`src/rtl/mss_pkg.sv`:
```
package mss_pkg;

   localparam int MAX_TICKS = 64;
   localparam int MW        = 6;

   typedef struct packed {
      logic ale;
      logic psen;
      logic p0;
      logic p2;
   } bus_strb_t;

   // Set bits [start, start+len) of a tick mask. The bits that fall inside
   // the current cycle are returned when wrap=0; the bits that spill into
   // the next cycle, folded back to that cycle's ticks, are returned when wrap=1.
   function automatic logic [MAX_TICKS-1:0] win_mask(int cyc, int start, int len, bit wrap);
      logic [MAX_TICKS-1:0] m;
      m = '0;
      for (int i = 0; i < len; i++) begin
         int p;
         p = start + i;
         if (!wrap && p < cyc)
            m[MW'(p)] = 1'b1;
         else if (wrap && p >= cyc && (p - cyc) < cyc)
            m[MW'(p - cyc)] = 1'b1;
      end
      return m;
   endfunction

endpackage

```
`src/rtl/mss_tick_counter.sv`:
```
module mss_tick_counter #(
   parameter int NUM_STATES = 6,
   parameter int PHASES     = 2,
   localparam int CYC = NUM_STATES * PHASES,
   localparam int SW  = (NUM_STATES > 1) ? $clog2(NUM_STATES) : 1,
   localparam int PW  = (PHASES > 1) ? $clog2(PHASES) : 1,
   localparam int TW  = mss_pkg::MW
) (
   input  logic          clk,
   input  logic          rst,
   output logic [SW-1:0] state_q,
   output logic [PW-1:0] phase_q,
   output logic [TW-1:0] tick,
   output logic          cycle_end
);

   logic phase_last;

   always_ff @(posedge clk) begin
      if (rst)
         state_q <= '0;
      else if (phase_last)
         state_q <= (state_q == SW'(NUM_STATES - 1)) ? '0 : state_q + 1'b1;
   end

   generate
      if (PHASES == 1) begin : g_single_phase
         assign phase_q    = '0;
         assign phase_last = 1'b1;
      end else begin : g_multi_phase
         logic [PW-1:0] ph_q;
         always_ff @(posedge clk) begin
            if (rst)
               ph_q <= '0;
            else if (ph_q == PW'(PHASES - 1))
               ph_q <= '0;
            else
               ph_q <= ph_q + 1'b1;
         end
         assign phase_q    = ph_q;
         assign phase_last = (ph_q == PW'(PHASES - 1));
      end
   endgenerate

   assign tick      = TW'(state_q) * TW'(PHASES) + TW'(phase_q);
   assign cycle_end = phase_last && (state_q == SW'(NUM_STATES - 1));

endmodule

```
`src/rtl/mss_cycle_ctrl.sv`:
```
module mss_cycle_ctrl (
   input  logic clk,
   input  logic rst,
   input  logic cycle_end,
   input  logic xfer_instr,
   input  logic ext_pmem_sel,
   output logic fetch_act,
   output logic ext_mode,
   output logic prev_fetch,
   output logic prev_xfetch
);

   logic skip_q;
   logic ext_q;

   always_ff @(posedge clk) begin
      if (rst) begin
         skip_q      <= 1'b0;
         ext_q       <= ext_pmem_sel;
         prev_fetch  <= 1'b0;
         prev_xfetch <= 1'b0;
      end else if (cycle_end) begin
         skip_q      <= xfer_instr & ~skip_q;
         ext_q       <= ext_pmem_sel;
         prev_fetch  <= ~skip_q;
         prev_xfetch <= ~skip_q & ext_q;
      end
   end

   assign fetch_act = ~skip_q;
   assign ext_mode  = ext_q;

endmodule

```
`src/rtl/mss_strobe_gen.sv`:
```
module mss_strobe_gen #(
   parameter int NUM_STATES   = 6,
   parameter int PHASES       = 2,
   parameter int FETCH2_STATE = 4,
   parameter int ALE_LEN      = 2,
   parameter int PSEN_GAP     = 1,
   parameter int PSEN_LEN     = 3,
   localparam int CYC   = NUM_STATES * PHASES,
   localparam int TW    = mss_pkg::MW,
   localparam int SLOTS = 2,
   localparam int SPAN  = ALE_LEN + PSEN_GAP + PSEN_LEN
) (
   input  logic               tick_ok,
   input  logic [TW-1:0]      tick,
   input  logic               fetch_act,
   input  logic               ext_mode,
   input  logic               prev_fetch,
   input  logic               prev_xfetch,
   output mss_pkg::bus_strb_t strb,
   output logic               op_latch_en,
   output logic               fetch2_en,
   output logic               pc_inc
);

   logic [SLOTS-1:0] ale_v, psen_v, p0_v, p2_v, fetch_v;
   logic             cur_x;

   assign cur_x = fetch_act & ext_mode;

   generate
      for (genvar k = 0; k < SLOTS; k++) begin : g_slot
         localparam int BASE = (k == 0) ? 0 : (FETCH2_STATE - 1) * PHASES;
         localparam logic [mss_pkg::MAX_TICKS-1:0] ALE_C = mss_pkg::win_mask(CYC, BASE + 1, ALE_LEN, 1'b0);
         localparam logic [mss_pkg::MAX_TICKS-1:0] ALE_W = mss_pkg::win_mask(CYC, BASE + 1, ALE_LEN, 1'b1);
         localparam logic [mss_pkg::MAX_TICKS-1:0] PS_C  = mss_pkg::win_mask(CYC, BASE + 1 + ALE_LEN + PSEN_GAP, PSEN_LEN, 1'b0);
         localparam logic [mss_pkg::MAX_TICKS-1:0] PS_W  = mss_pkg::win_mask(CYC, BASE + 1 + ALE_LEN + PSEN_GAP, PSEN_LEN, 1'b1);
         localparam logic [mss_pkg::MAX_TICKS-1:0] AD_C  = mss_pkg::win_mask(CYC, BASE + 1, SPAN, 1'b0);
         localparam logic [mss_pkg::MAX_TICKS-1:0] AD_W  = mss_pkg::win_mask(CYC, BASE + 1, SPAN, 1'b1);

         assign ale_v[k]   = tick_ok & ((fetch_act & ALE_C[tick]) | (prev_fetch & ALE_W[tick]));
         assign p0_v[k]    = tick_ok & ((cur_x & ALE_C[tick]) | (prev_xfetch & ALE_W[tick]));
         assign psen_v[k]  = tick_ok & ((cur_x & PS_C[tick]) | (prev_xfetch & PS_W[tick]));
         assign p2_v[k]    = tick_ok & ((cur_x & AD_C[tick]) | (prev_xfetch & AD_W[tick]));
         assign fetch_v[k] = tick_ok & fetch_act & (tick == TW'(BASE));
      end
   endgenerate

   assign strb.ale  = |ale_v;
   assign strb.psen = |psen_v;
   assign strb.p0   = |p0_v;
   assign strb.p2   = |p2_v;

   assign op_latch_en = fetch_v[0];
   assign fetch2_en   = fetch_v[1];
   assign pc_inc      = |fetch_v;

endmodule

```
`src/rtl/mc_strobe_seq.sv`:
```
module mc_strobe_seq #(
   parameter int NUM_STATES   = 6,
   parameter int PHASES       = 2,
   parameter int FETCH2_STATE = 4,
   parameter int ALE_LEN      = 2,
   parameter int PSEN_GAP     = 1,
   parameter int PSEN_LEN     = 3,
   localparam int SW = (NUM_STATES > 1) ? $clog2(NUM_STATES) : 1,
   localparam int PW = (PHASES > 1) ? $clog2(PHASES) : 1
) (
   input  logic          clk,
   input  logic          rst,
   input  logic          ext_pmem_sel,
   input  logic          xfer_instr,
   output logic [SW-1:0] state_idx,
   output logic [PW-1:0] phase_idx,
   output logic          ale,
   output logic          psen_n,
   output logic          p0_addr_en,
   output logic          p2_addr_en,
   output logic          op_latch_en,
   output logic          fetch2_en,
   output logic          pc_inc
);

   localparam int CYC  = NUM_STATES * PHASES;
   localparam int B2   = (FETCH2_STATE - 1) * PHASES;
   localparam int SPAN = ALE_LEN + PSEN_GAP + PSEN_LEN;
   localparam int TW   = mss_pkg::MW;

   generate
      if (NUM_STATES < 2 || PHASES < 1) begin : g_bad_shape
         $error("mc_strobe_seq: need at least two states and one phase");
      end
      if (CYC > mss_pkg::MAX_TICKS) begin : g_bad_len
         $error("mc_strobe_seq: machine cycle longer than tick mask");
      end
      if (FETCH2_STATE < 2 || FETCH2_STATE > NUM_STATES) begin : g_bad_fetch2
         $error("mc_strobe_seq: second fetch state out of range");
      end
      if (ALE_LEN < 1 || PSEN_LEN < 1 || PSEN_GAP < 0) begin : g_bad_win
         $error("mc_strobe_seq: strobe window lengths invalid");
      end
      if (SPAN > B2 || SPAN > CYC - B2) begin : g_overlap
         $error("mc_strobe_seq: fetch bus windows overlap");
      end
   endgenerate

   logic [SW-1:0]      state_q;
   logic [PW-1:0]      phase_q;
   logic [TW-1:0]      tick;
   logic               cycle_end;
   logic               fetch_act;
   logic               ext_mode;
   logic               prev_fetch;
   logic               prev_xfetch;
   mss_pkg::bus_strb_t strb;

   mss_tick_counter #(
      .NUM_STATES(NUM_STATES),
      .PHASES    (PHASES)
   ) u_cnt (
      .clk      (clk),
      .rst      (rst),
      .state_q  (state_q),
      .phase_q  (phase_q),
      .tick     (tick),
      .cycle_end(cycle_end)
   );

   mss_cycle_ctrl u_ctrl (
      .clk         (clk),
      .rst         (rst),
      .cycle_end   (cycle_end),
      .xfer_instr  (xfer_instr),
      .ext_pmem_sel(ext_pmem_sel),
      .fetch_act   (fetch_act),
      .ext_mode    (ext_mode),
      .prev_fetch  (prev_fetch),
      .prev_xfetch (prev_xfetch)
   );

   mss_strobe_gen #(
      .NUM_STATES  (NUM_STATES),
      .PHASES      (PHASES),
      .FETCH2_STATE(FETCH2_STATE),
      .ALE_LEN     (ALE_LEN),
      .PSEN_GAP    (PSEN_GAP),
      .PSEN_LEN    (PSEN_LEN)
   ) u_strb (
      .tick_ok    (1'b1),
      .tick       (tick),
      .fetch_act  (fetch_act),
      .ext_mode   (ext_mode),
      .prev_fetch (prev_fetch),
      .prev_xfetch(prev_xfetch),
      .strb       (strb),
      .op_latch_en(op_latch_en),
      .fetch2_en  (fetch2_en),
      .pc_inc     (pc_inc)
   );

   assign state_idx  = state_q;
   assign phase_idx  = phase_q;
   assign ale        = strb.ale;
   assign psen_n     = ~strb.psen;
   assign p0_addr_en = strb.p0;
   assign p2_addr_en = strb.p2;

endmodule

```
`config.mk`:
```
export PLATFORM = sky130hd
export DESIGN_NAME = mc_strobe_seq
export DESIGN_NICKNAME = d
export VERILOG_FILES = /design/src/rtl/mss_pkg.sv /design/src/rtl/mss_tick_counter.sv /design/src/rtl/mss_cycle_ctrl.sv /design/src/rtl/mss_strobe_gen.sv /design/src/rtl/mc_strobe_seq.sv
export SDC_FILE = /design/constraint.sdc
export NUM_CORES = 1
export LEC_CHECK = 0
export BUFFER_PORTS_ARGS = -buffer_cell sky130_fd_sc_hd__buf_2
export CAP_MARGIN = 20
export CORE_AREA = 5 5 42 44
export CTS_CLUSTER_DIAMETER = 150
export CTS_CLUSTER_SIZE = 10
export DETAILED_ROUTE_END_ITERATION = 16
export DIE_AREA = 0 0 47 49
export PLACE_DENSITY_LB_ADDON = 0.05
export SLEW_MARGIN = 20
export SYNTH_ARGS = -nofsm -noshare
export SYNTH_HDL_FRONTEND = slang
export SYNTH_SLANG_ARGS = --single-unit
```
`constraint.sdc`:
```
create_clock -name clk -period 1.35 [get_ports clk]
set_clock_uncertainty 0.15 [all_clocks]
set_input_delay 0.0675 -clock clk [delete_from_list [all_inputs] [get_ports clk]]
set_output_delay 0.0675 -clock clk [all_outputs]
set_load 0.05 [all_outputs]
```
# Yosys cells after proc, flatten, opt, wreduce, memory -nomap -nowiden

Memory sizes are Yosys's and may differ from the RTL's.
Cells that the tools add are included.

Bits in latches: 0
Output and inout bits: 11
Memory bits (writable): 0
Flip-flop bits (word level): 8
ROM bits: 512
Input bits: 4
Memories kept: 8
Logic and storage cells: 65

Memory list:

| name             | words | bits a word | rd ports | clocked after memory_dff | wr ports | line                 | source |
|---|---|---|---|---|---|---|---|
| (name not given) | 64    | 1           | 1        | 0                        | 0        | mss_strobe_gen.sv:42 | `assign psen_v[k] = tick_ok & ((cur_x & PS_C[tick]) \| (prev_xfetch & PS_W[tick]));` |
| (name not given) | 64    | 1           | 1        | 0                        | 0        | mss_strobe_gen.sv:43 | `assign p2_v[k] = tick_ok & ((cur_x & AD_C[tick]) \| (prev_xfetch & AD_W[tick]));` |
| (name not given) | 64    | 1           | 1        | 0                        | 0        | mss_strobe_gen.sv:41 | `assign p0_v[k] = tick_ok & ((cur_x & ALE_C[tick]) \| (prev_xfetch & ALE_W[tick]));` |
| (name not given) | 64    | 1           | 1        | 0                        | 0        | mss_strobe_gen.sv:43 |  |
| (name not given) | 64    | 1           | 1        | 0                        | 0        | mss_strobe_gen.sv:41 |  |
| (name not given) | 64    | 1           | 1        | 0                        | 0        | mss_strobe_gen.sv:42 |  |
| 2 more memories  | n/a   | n/a         | n/a      | n/a                      | n/a      | n/a                  |  |

Add/subtract/negate cells: 3
Reductions and logical operators: 9
Shifts and indexed selects: 0
Equal/unequal tests: 2
Divide/modulo/power cells: 0
Magnitude comparators: 1
Mux-type cells: 11
Bitwise operators: 25
Multiply operators: 0

Operators by type and width:

| operator                                                                      | count |
|---|---|
| 1-bit bitwise AND                                                             | 15 |
| 2-bit OR reduction                                                            | 6 |
| 1-bit 2-to-1 mux                                                              | 10 |
| 1-bit bitwise OR                                                              | 8 |
| 5-bit by 7-bit less-than comparator with 1-bit output (second input constant) | 1 |
| 6-bit zero test                                                               | 1 |
| 4-bit by 1-bit adder with 5-bit output                                        | 1 |
| 5-bit by 3-bit == test with 1-bit output (second input constant)              | 1 |
| 3-bit by 1-bit adder with 3-bit output (second input constant)                | 1 |
| 3-bit == test (second input constant)                                         | 1 |
| 3-bit 2-to-1 mux                                                              | 1 |
| 1-bit inverter                                                                | 2 |
| 2-bit nonzero test                                                            | 1 |
| 1-bit adder (second input constant)                                           | 1 |
| 1-bit logical AND                                                             | 1 |

# Longest topological paths before layout

Word-level depth: 7
Depth in mapped cells: 5
Gate-level depth less buffers: 5

# Hierarchy

From an unflattened synthesis, not the netlist that was laid out.

Cells, all modules: 70
Area total of the unflattened synthesis: 614.3 µm²

Modules (own cells, without submodules):

| module           | cells an instance | area an instance (µm²) | sequential area each (µm²) | instances |
|---|---|---|---|---|
| mss_strobe_gen   | 32                | 246.5                  | 0.0                        | 1 |
| mss_tick_counter | 21                | 205.2                  | 80.1                       | 1 |
| mss_cycle_ctrl   | 15                | 155.1                  | 90.1                       | 1 |
| mc_strobe_seq    | 2                 | 7.5                    | 0.0                        | 1 |

# Worst setup path before layout

Ideal clock, no wire load.

Path kind: register to output
Start point: reg u_cnt.state_q[0]
End point: out pc_inc
Data required time: 1.133 ns
Stages on the path, launching flop included: 4
Setup slack: -1.674 ns
Data arrival time: 2.807 ns
Buffers on the path: 0
Cells stage by stage: dfxtp_1 ha_1 nor3b_1 o21bai_1

Word-level cells in the longest chain between the ends: 4
Elaborated cells between the ends (all ways): 6
Classes of those cells: add/sub: 1; eq/ne: 1; bitwise: 2; reduce/logical: 2

RTL lines:

| item                                     | line                   | source |
|---|---|---|
| start, declared                          | mss_tick_counter.sv:11 | `output logic [SW-1:0] state_q,` |
| start signal, assigned                   | mss_tick_counter.sv:23 | `state_q <= (state_q == SW'(NUM_STATES - 1)) ? '0 : state_q + 1'b1;` |
| 4-bit by 1-bit adder with 5-bit output   | mss_tick_counter.sv:45 | `assign tick = TW'(state_q) * TW'(PHASES) + TW'(phase_q);` |
| 5-bit by 3-bit == test with 1-bit output | mss_strobe_gen.sv:44   | `assign fetch_v[k] = tick_ok & fetch_act & (tick == TW'(BASE));` |
| 1-bit bitwise AND                        | mss_strobe_gen.sv:44   |  |
| named net fetch2_en                      | mc_strobe_seq.sv:22    | `output logic fetch2_en,` |
| 2-bit OR reduction                       | mss_strobe_gen.sv:55   | `assign pc_inc = \|fetch_v;` |
| end, declared                            | mc_strobe_seq.sv:23    | `output logic pc_inc` |

The timed path passes the listed nets, and every way through them passes these cells.

# Worst setup path in the final report

Start point: reg u_cnt.state_q[0]
End point: out p0_addr_en

Word-level cells in the longest chain between the ends: 6
Elaborated cells between the ends (all ways): 13
Classes of those cells: add/sub: 1; mux: 3; bitwise: 5; reduce/logical: 1; memory: 3

RTL lines:

| item                                      | line                   | source |
|---|---|---|
| 4-bit by 1-bit adder with 5-bit output *  | mss_tick_counter.sv:45 |  |
| memory read 64 x 1 bit (on tied branches) | n/a                    |  |
| 1-bit 2-to-1 mux (on tied branches)       | n/a                    |  |
| 1-bit bitwise AND                         | mss_strobe_gen.sv:41   |  |
| 1-bit bitwise OR                          | mss_strobe_gen.sv:41   |  |
| 2-bit OR reduction *                      | mss_strobe_gen.sv:50   | `assign strb.p0 = \|p0_v;` |
| end, declared                             | mc_strobe_seq.sv:19    | `output logic p0_addr_en,` |

Every way passes the cells marked *; elsewhere a longest branch is shown, timed or not. The select of a mux whose other input is x is not followed.

==> impl_metrics.tcl <==
set metrics [dict create \
    synthMostInstantiatedCell "sky130_fd_sc_hd__nor2_1" \
    grt_start_max_net_pins 8 \
    setup.worst_path.end_class "primary output" \
    synthCells 49 \
    yosysTopAreaCell "sky130_fd_sc_hd__dfxtp_1" \
    ff_latch_area_um2 165 \
    p_sw_uw 310 \
    final_antenna_net_count 0 \
    setup-violations-final 8 \
    outcome "finished, violations left" \
    dp_hpwl_um 931 \
    route.detailed.drc 0 \
    power.share.sequential_pct 28.2 \
    count_of_flip_flops_with_a_built_in_enable_after_synthesis 1 \
    critPathSlowestCell "sky130_fd_sc_hd__dfxtp_4" \
    maximum_fanout_along_the_worst_path 3 \
    clkSlewWorstSetupHoldPaths_ns 0.05 \
    synth_area_leaders "sky130_fd_sc_hd__dfxtp_1 (26%), sky130_fd_sc_hd__ha_1 (14%), sky130_fd_sc_hd__mux2i_1 (8.7%)" \
    internal_power_uw 507 \
    critical_path.startpoint_type "register" \
    synth_ff_type "sky130_fd_sc_hd__dfxtp_1" \
    placement.io_buffers 14 \
    number_of_global_route_vias_before_repair 522 \
    floorplan.rows 14 \
    power.share.switching_pct 38.0 \
    violations "negative setup slack" \
    report.power.total_uw 817 \
    firstDrtPassIters 2 \
    cts-buffers-inserted 3 \
    drt-vias-per-instance 4.64 \
    design.portCount 15 \
    insertion_delay_to_the_later_sink_of_the_worst_skew_pair_ns 0.24 \
    final_cells 102 \
    htree_levels 1 \
    placement.setup.worst_slack_ns -0.250 \
    final-max-slew-violation-count 0 \
    cts.sinks 7 \
    routed_wl_um 1260 \
    multiInputGateArea_um2 459 \
    gp_routability_congestion 0.677 \
    global_route.usage.total_pct 12.6 \
    worstHoldPathType "input pin to register" \
    layout_setup_ws_ns -0.350 \
    antenna_violations_before_repair 0 \
    die_w_um 47 \
    power.leakage_uw 0.000463 \
    netlist_top_cells_count "sky130_fd_sc_hd__nor2_1 (8), sky130_fd_sc_hd__dfxtp_1 (6), sky130_fd_sc_hd__ha_1 (5)" \
    clockBufferDepth 2 \
    worst_ep_arrival_time_ns 1.48 \
    cts_tree "yes" \
    layout_min_cycle_time_ns 1.70 \
    tightestPinTransition_ns 0.284 \
    floorplan.die_area_um2 2300 \
    crit_path_cell_trace "inv_4, ha_4, mux2i_2, a2bb2oi_2, nor3b_4, buf_6" \
    start_util_pct 32.7 \
    vias 473 \
    grt_setup_unrepaired "yes" \
    setup_tns_ns -1.98 \
    num-fill-cells 114 \
    yosysUniqueCellTypes 21 \
    synthArstFlopShare_pct 0 \
    post_synth_instance_area_um2 458 \
    ff_latch_count_synth 7 \
    wl_per_cell_um 12.3 \
    critical_path.n_buffers_inverters 2 \
    finish.net_count 96 \
    globalRoute.totalOverflow 0 \
    grt_pass1_wl_um 2240 \
    fmax_mhz 588 \
    drive_gt1_share_pct 72.1 \
    postLayoutCoreUtil_pct 69.6 \
    power.combinational.fraction_pct 49.1 \
    slew-limit-headroom_pct 81.0 \
    worst_ir_drop_vdd_uv 534 \
    num_antenna_cells 0 \
    cpPeakStageDelay_ns 0.37 \
    powerDensity_nw_per_um2 838 \
    flow.area_growth_from_synthesis_pct 113 \
    drtIter0Drc 3 \
    syn_area_per_cell_um2 9.35 \
    final_hold_viol_count 0 \
    yosysWarnings 0 \
    netlist.area_leader.share_pct 26.2 \
    critical_path.top_delay_family "flip-flops" \
    max-cap-violations 0 \
    critPathRequiredTime_ns 1.13 \
    synth.net_count 58 \
    cts_root_buffer "sky130_fd_sc_hd__clkbuf_4" \
    core_region_area_um2 1400 \
    seq_area_frac_synth_pct 32.8 \
    die-height_um 49 \
    final_period_utilization_pct 126 \
    clkPwrFrac_pct 22.7 \
    critPathKind "register to primary output" \
    placed_cells 95 \
]
==> cell families (layout without fill, tap and decap cells) <==
logic type / count (synthesis) / after routing / synth area share (%)
AND/OR/NAND/NOR: 22 / 22 / 28.7
AO/OA/AOI/OAI: 7 / 7 / 11.5
XOR/XNOR: 1 / 1 / 1.91
adder cells (fa/ha/maj): 5 / 5 / 13.7
multiplexers: 4 / 4 / 8.74
buffers and inverters: 3 / 40 / 2.73
flip-flops: 7 / 7 / 32.8
==> placed cells by master, fill, tap and decap left out <==
cell type and n:
sky130_fd_sc_hd__nand2_1 4, sky130_fd_sc_hd__clkbuf_1 1, sky130_fd_sc_hd__a21oi_2 1, sky130_fd_sc_hd__or2b_1 1, sky130_fd_sc_hd__a2bb2oi_2 1, sky130_fd_sc_hd__o22ai_2 2, sky130_fd_sc_hd__inv_4 2, sky130_fd_sc_hd__mux2i_2 1
sky130_fd_sc_hd__mux2i_1 3, sky130_fd_sc_hd__ha_4 5, sky130_fd_sc_hd__nor2b_1 2, sky130_fd_sc_hd__nor2_2 1, sky130_fd_sc_hd__nand2b_4 1, sky130_fd_sc_hd__a32oi_2 1, sky130_fd_sc_hd__nor2_1 6, sky130_fd_sc_hd__nand4b_4 1
sky130_fd_sc_hd__dfxtp_1 2, sky130_fd_sc_hd__dlygate4sd3_1 2, sky130_fd_sc_hd__buf_6 9, sky130_fd_sc_hd__dfxtp_4 4, sky130_fd_sc_hd__nor3b_4 2, sky130_fd_sc_hd__nor2_4 1, sky130_fd_sc_hd__o21bai_4 1, sky130_fd_sc_hd__a32o_2 1
sky130_fd_sc_hd__buf_8 2, sky130_fd_sc_hd__or3b_1 1, sky130_fd_sc_hd__buf_4 13, sky130_fd_sc_hd__clkbuf_4 4, sky130_fd_sc_hd__nor2b_4 2, sky130_fd_sc_hd__edfxtp_1 1, sky130_fd_sc_hd__xnor2_1 1, sky130_fd_sc_hd__buf_2 7
==> registers in the layout, indices dropped and copies added, names as in the netlist <==
signal and flops:
u_cnt.state_q 3, u_cnt.phase_q 1, u_ctrl.skip_q 1, u_ctrl.prev_xfetch 1, u_ctrl.ext_mode 1
==> stage by stage <==
stage / hold slack [ns] / instance area (um^2)
2_1_floorplan: -0.0254 / 539
3_3_place_gp: 0.0935 / 746
3_5_place_dp: 0.0996 / 746
4_1_cts: 0.00924 / 950
5_1_grt: 0.0200 / 975
6_report: 0.0194 / 975
==> area by class of cell <==
| type | instances | area share (%) |
|---|---|---|
| Clock buffer | 4 | 2.70 |
| Inverter | 2 | 1.28 |
| Multi-Input combinational cell | 39 | 47.1 |
| Sequential cell | 7 | 16.9 |
| Tap cell | 16 | 2.05 |
| Timing Repair Buffer | 34 | 29.9 |
==> what timing repair did <==
action	in CTS	in global routing
pin swaps	7	4
setup endpoints to repair	8	11
resized for setup	34	5
endpoints found under the hold margin	7	0
hold buffers	2	0
buffers inserted	1	1
==> worst reg2reg max path: stages, from the launching register on <==
cell                       delay [ns]
sky130_fd_sc_hd__dfxtp_4         0.36
sky130_fd_sc_hd__buf_6           0.12
sky130_fd_sc_hd__buf_6           0.12
sky130_fd_sc_hd__nand4b_4        0.10
sky130_fd_sc_hd__or3b_1          0.37
sky130_fd_sc_hd__a21oi_2         0.12
==> layer usage <==
layer / wire [um] / global-route usage (%) / vias to the layer above
met2: 674 / 22.9 / 8
met4: 0 / 2.76 / 0
li1: - / - / 245
met3: 46 / 1.48 / 0
met1: 538 / 15.0 / 220
met5: 0 / 0 / -
==> final timing paths <==
kind | start | to | slack (ns) | cells after the start
max reg2reg | u_cnt.phase_q | u_ctrl.skip_q | -0.06 | 5
min reg2reg | u_ctrl.prev_xfetch | u_ctrl.prev_xfetch | 0.40 | 2
min | xfer_instr | u_ctrl.skip_q | 0.02 | 3
max | u_cnt.state_q[0] | p0_addr_en | -0.35 | 6
==> power groups by stage <==
stage,clock network (uW),registers [uW],logic (uW)
global placement,0,230,314
detailed placement,0,230,315
floorplan,0,268,179
global route,209,232,422
CTS,188,229,395
finish,186,230,401
Power figures use the tool's default switching activity.
